## src/rtl/prog_link_phy.sv

```systemverilog
module prog_link_phy #(
  parameter int IDLE_CLKS = 16
) (
  input  logic       clk,
  input  logic       rst_n,
  input  logic       en,
  input  logic       nvm_en,
  input  logic       data_in,
  output logic       data_out,
  output logic       data_oe,
  output logic       link_up,
  output logic       rx_valid,
  output logic [7:0] rx_data,
  output logic       rx_perr,
  output logic       rx_ferr,
  input  logic       tx_req,
  input  logic [7:0] tx_data,
  output logic       tx_busy,
  output logic       tx_coll
);
  localparam int CW = $clog2(IDLE_CLKS + 1);
  localparam int FRAME = 12;

  logic [CW-1:0] idle_cnt;
  logic          link_q;
  logic [3:0]    rx_cnt;
  logic [7:0]    rx_sr, rx_data_q;
  logic          rx_par, rx_stop1, rx_valid_q, rx_perr_q, rx_ferr_q;
  logic          busy_q, tx_act, coll_q, nx_bit, nx_oe, oe_q, out_q;
  logic [7:0]    tx_hold;
  logic [FRAME-1:0] tx_sr;
  logic [3:0]    tx_cnt;

  wire run     = link_q && (en || nvm_en);
  wire rx_act  = rx_cnt != 4'd0;
  wire tx_go   = busy_q && !tx_act && !rx_act && data_in;
  wire rx_go   = !rx_act && !tx_act && !data_in;
  wire collide = tx_act && oe_q && out_q && !data_in;

  always_ff @(posedge clk or negedge rst_n) begin
    if (!rst_n) begin
      link_q   <= 1'b0;
      idle_cnt <= '0;
    end else if (!en) begin
      idle_cnt <= '0;
      if (!nvm_en) link_q <= 1'b0;
    end else if (!link_q) begin
      if (!data_in) idle_cnt <= '0;
      else if (idle_cnt == CW'(IDLE_CLKS - 1)) link_q <= 1'b1;
      else idle_cnt <= idle_cnt + 1'b1;
    end
  end

  always_ff @(posedge clk or negedge rst_n) begin
    if (!rst_n) begin
      rx_cnt     <= '0;
      rx_sr      <= '0;
      rx_par     <= 1'b0;
      rx_stop1   <= 1'b1;
      rx_valid_q <= 1'b0;
      rx_data_q  <= '0;
      rx_perr_q  <= 1'b0;
      rx_ferr_q  <= 1'b0;
    end else if (!run) begin
      rx_cnt     <= '0;
      rx_valid_q <= 1'b0;
    end else begin
      rx_valid_q <= 1'b0;
      if (rx_go) begin
        rx_cnt <= 4'd1;
      end else if (rx_act) begin
        if (rx_cnt <= 4'd8) rx_sr <= {data_in, rx_sr[7:1]};
        if (rx_cnt == 4'd9) rx_par <= data_in;
        if (rx_cnt == 4'd10) rx_stop1 <= data_in;
        if (rx_cnt == 4'd11) begin
          rx_cnt     <= '0;
          rx_valid_q <= 1'b1;
          rx_data_q  <= rx_sr;
          rx_perr_q  <= rx_par != ^rx_sr;
          rx_ferr_q  <= !rx_stop1 || !data_in;
        end else begin
          rx_cnt <= rx_cnt + 4'd1;
        end
      end
    end
  end

  always_ff @(posedge clk or negedge rst_n) begin
    if (!rst_n) begin
      busy_q  <= 1'b0;
      tx_act  <= 1'b0;
      coll_q  <= 1'b0;
      nx_bit  <= 1'b1;
      nx_oe   <= 1'b0;
      tx_hold <= '0;
      tx_sr   <= '1;
      tx_cnt  <= '0;
    end else if (!run) begin
      busy_q <= 1'b0;
      tx_act <= 1'b0;
      coll_q <= 1'b0;
      nx_oe  <= 1'b0;
    end else begin
      coll_q <= 1'b0;
      if (!busy_q) begin
        if (tx_req) begin
          busy_q  <= 1'b1;
          tx_hold <= tx_data;
        end
      end else if (tx_go) begin
        tx_act <= 1'b1;
        tx_sr  <= {2'b11, ^tx_hold, tx_hold, 1'b0};
        tx_cnt <= 4'(FRAME);
        nx_bit <= 1'b0;
        nx_oe  <= 1'b1;
      end else if (tx_act) begin
        if (collide || tx_cnt == 4'd1) begin
          tx_act <= 1'b0;
          busy_q <= 1'b0;
          nx_oe  <= 1'b0;
          coll_q <= collide;
        end else begin
          tx_sr  <= tx_sr >> 1;
          tx_cnt <= tx_cnt - 4'd1;
          nx_bit <= tx_sr[1];
        end
      end
    end
  end

  always_ff @(negedge clk or negedge rst_n) begin
    if (!rst_n) begin
      oe_q  <= 1'b0;
      out_q <= 1'b1;
    end else begin
      oe_q  <= nx_oe;
      out_q <= nx_oe ? nx_bit : 1'b1;
    end
  end

  assign data_out = out_q;
  assign data_oe  = oe_q;
  assign link_up  = link_q;
  assign rx_valid = rx_valid_q;
  assign rx_data  = rx_data_q;
  assign rx_perr  = rx_perr_q;
  assign rx_ferr  = rx_ferr_q;
  assign tx_busy  = busy_q;
  assign tx_coll  = coll_q;
endmodule


```

## config.mk

```make
export PLATFORM = sky130hd
export DESIGN_NAME = prog_link_phy
export DESIGN_NICKNAME = d
export VERILOG_FILES = /design/src/rtl/prog_link_phy.sv
export SDC_FILE = /design/constraint.sdc
export NUM_CORES = 1
export LEC_CHECK = 0
export BUFFER_PORTS_ARGS = -buffer_cell sky130_fd_sc_hd__buf_2
export CORE_ASPECT_RATIO = 1.4
export CORE_UTILIZATION = 50
export CTS_CLUSTER_DIAMETER = 120
export DETAILED_ROUTE_END_ITERATION = 7
export PLACE_DENSITY = 0.7
export SLEW_MARGIN = 15
export SYNTH_ARGS = -nofsm -noshare
export SYNTH_HDL_FRONTEND = slang
export SYNTH_SLANG_ARGS = --single-unit
```

## constraint.sdc

```tcl
create_clock -name clk -period 2 [get_ports clk]
set_clock_uncertainty 0.15 [all_clocks]
set_input_delay 0.1 -clock clk [delete_from_list [all_inputs] [get_ports clk]]
set_output_delay 0.1 -clock clk [all_outputs]
set_load 0.02 [all_outputs]
```

==> impl_metrics.csv <==
group,metric,value,unit
run_status,status,"finished with violations",
run_status,violations,"negative setup slack",
synthesis,ys_seq_area_frac,0.5351,
sta,final_max_slew_viol_count,0,
synthesis,synth-xor-area-share,0.05160,
die,die_area,0.006082,mm2
drt,drt_iter0_markers,89,
clock_tree,cts_buffers,9,
power,switching_share,0.2076,
clock_tree,root_buffer,"clkbuf_8",
die,io_pins,30,
layout,area_delta_synth_final,30.01,%
clock_tree,htree_levels,3,
synthesis,synth_mux_area_frac,0.1401,
placed_design,gp_congestion,0.7907,
min_path,min_path_type,"in -> reg",
placed_design,dp_cells,363,
setup_path,worst-path-max-fanout,3,
power,powerDensity,686.2,mW/mm2
synthesis,netlist_top_cells_area,"dfrtp_1 40%, dfstp_2 13%, mux2_1 10%",
power,peakVddDrop,397.2,uV
setup_path,worst_setup_path_start_kind,"flop",
setup_path,crit_path_end_kind,"flop",
setup_path,crit_slowest_cell,"or4_4",
clock_tree,cts_tree,"done",
layout,drive_gt1_frac,0.3445,
drt,dr.pass1.iters,4,
global_route,track_usage,0.2088,
synthesis,synth_simple_gate_area_frac,0.1249,
die,core,0.005525,mm2
synthesis,syn_area,0.002885,mm2
drt,avgViaCountPerCell,5.210,
drt,drt_wl_total,5548,um
power,leakage,1.811,nW
sta,slew_headroom,0.5083,
sta,finalHoldViolCount,0,
die,die_h,91.88,um
synthesis,yosys_warnings,0,
synthesis,synth.distinct_cells,41,
synthesis,synth_edf_count,0,
layout,instances_no_fill,396,
synthesis,ys.flop_type,"dfrtp_1",
sta,rsz0062_at_grt,"true",
drt,ant_nets,0,
layout,finalNetCount,345,
setup_path,cp_cell_sequence,"and4b_4 -> or4_4 -> nor4_4 -> xnor2_1 -> nand2_1",
global_route,grt_pass1_wl,9439,um
power,power_switching,0.5343,mW
synthesis,synth_nets,271,
drt,wl_per_cell,14.01,um
drt,drc,0,
placed_design,placed_cell_area,0.003273,mm2
synthesis,ys_async_sr_fraction,1.000,
clock_tree,clk_pin_slew,70,ps
synthesis,synthAdderAreaFrac,0.03469,
drt,vias,2063,
sta,hold-worst-slack,26.80,ps
power,power.internal,2.040,mW
global_route,antenna_found_initial,0,
setup_path,crit_arrival,2800,ps
synthesis,ys_seq_elements,61,
sta,setup_viol,22,
job,max-cap-violations,0,
global_route,grt_pass1_vias,2153,
die,initial_utilization,0.5222,
placed_design,dp_slack,-693.2,ps
synthesis,synth_top_family_by_area,"multiplexers",
setup_path,cpPeakStageDelay,440,ps
layout,fin_area,0.003751,mm2
power,p_comb_frac,0.029,
synthesis,syn-instance-count,249,
power,pwr-share-seq,0.481,
setup_path,path_delay_family,"simple AND/OR/NAND/NOR gates",
clock_tree,clkLatencyLatePin,380,ps
power,clockPowerShare,0.490,
sta,worst_pin_slew,737.5,ps
sta,layout_setup_ws,-714.5,ps
clock_tree,clkSinkCount,61,
synthesis,synth_top_area_share,0.3990,
global_route,overflow,0,
clock_tree,clockBufferDepth,2,
die,fp.dieW,66.20,um
synthesis,synth_compound_area_frac,0.08066,
layout,fill_cells,410,
placed_design,place.port_buffers,29,
layout,antenna_cells,0,
global_route,grt_max_degree,60,
setup_path,cp_num_buf_inv,0,
setup_path,worstPathRequired,2080,ps
synthesis,syn_avg_cell_area,11.59,um2
synthesis,yosys.area.top_type,"dfrtp_1",
die,num_rows,32,
setup_path,crit_type,"reg -> reg",
placed_design,dpl.hpwl,3599,um
[metal layers]
layer,track usage,up-vias,share of wire
met2,0.3724,30,0.54
met1,0.2242,1016,0.40
met4,0.09574,0,0.023
met3,0.05224,12,0.028
li1,-,1005,-
met5,0,-,0
[layout make-up]
| class | count | area, um2 | area share |
|---|---|---|---|
| Multi-Input combinational cell | 167 | 1320 | 0.3519 |
| Tap cell | 68 | 85.08 | 0.02268 |
| Inverter | 9 | 33.78 | 0.009006 |
| Clock inverter | 5 | 73.82 | 0.01968 |
| Timing Repair Buffer | 74 | 539.3 | 0.1438 |
| Clock buffer | 12 | 155.1 | 0.04136 |
| Sequential cell | 61 | 1544 | 0.4116 |
[power groups by stage]
stage | Clock, mW | Combinational [mW] | Sequential [mW]
global placement | 0.00626 | 0.0582 | 1.26
CTS | 1.28 | 0.0757 | 1.24
global route | 1.33 | 0.0858 | 1.24
finish | 1.26 | 0.0749 | 1.24
detailed placement | 0.00626 | 0.0594 | 1.26
floorplan | 0.00626 | 0.0115 | 1.26
[kinds of logic after synthesis]
group                      after synthesis
AOI/OAI and AO/OA                       38
and+or+nand+nor                         67
DFF                                     61
adders and majority gates                8
muxes                                   37
buffers and inverters                   21
xor gates and xnor gates                17
[placed cells by master (no fill, tap or decap), types with 10 or more instances in the layout]
master	n
buf_2	28
buf_4	28
clkbuf_8	11
dfrtp_1	46
dfstp_2	14
dlygate4sd3_1	11
mux2_1	21
mux2i_1	10
nand2_1	30
o21ai_1	16
xnor2_1	14
[registers in the layout, indices dropped and copies added, names as in the netlist]
name and cells:
nx_oe 1, rx_stop1 1, rx_cnt 4, idle_cnt 5, tx_act 1, data_out 1
tx_hold 8, tx_coll 1, rx_ferr 1, data_oe 1, rx_sr 8, rx_valid 1
rx_perr 1, tx_busy 1, tx_cnt 4, rx_data 8, link_up 1, rx_par 1
tx_sr 12
[worst paths after layout]
check,cells past startpoint,from,endpoint,slack [ps]
worst max-delay path,5,data_out,tx_cnt[3],-710
worst min-delay path,3,nvm_en,nx_oe,30
worst max register to register,5,data_out,tx_cnt[3],-710
worst min register to register,2,tx_sr[1],tx_sr[0],310
max in group asynchronous,2,rst_n,data_out,590
min in group asynchronous,3,rst_n,tx_cnt[3],360
[synth_stat cells, types with 2 or more instances]
cell type and n:
dfrtp_1 46, nand2_1 30, mux2_1 26, o21ai_1 17, xnor2_1 15, dfstp_2 14, mux2i_1 10, ha_1 8
inv_1 7, a21oi_1 6, nand3_1 6, nor2_1 6, nor2b_1 6, a22oi_1 5, clkbuf_1 5, and3_1 4
buf_2 4, nor3_1 4, a21o_1 3, inv_2 3, nand2b_1 2, o31ai_1 2, xor2_1 2
[worst reg2reg max path: stages, from the launching register on]
cell     delay, ps
dfstp_2        350
and4b_4        190
or4_4          440
nor4_4         230
xnor2_1        140
nand2_1         60
[repair_timing]
item                                    CTS  global route
endpoints found under the setup margin   30            32
gates cloned                              3             0
buffers inserted                          2             2
hold buffers                             11             0
gates resized for setup                  15            12
hold endpoints to repair                 61             0
pin swaps                                 1             1
[per-stage QoR]
step | utilization | power, mW | setup TNS (ps)
detailed placement | 0.5924 | 1.326 | -10250
floorplan | - | 1.279 | -10460
global route | 0.6789 | 2.656 | -13930
global placement | 0.5924 | 1.325 | -9669
finish | 0.6789 | 2.574 | -12760
CTS | 0.6701 | 2.598 | -12570
Power figures use the tool's default switching activity.
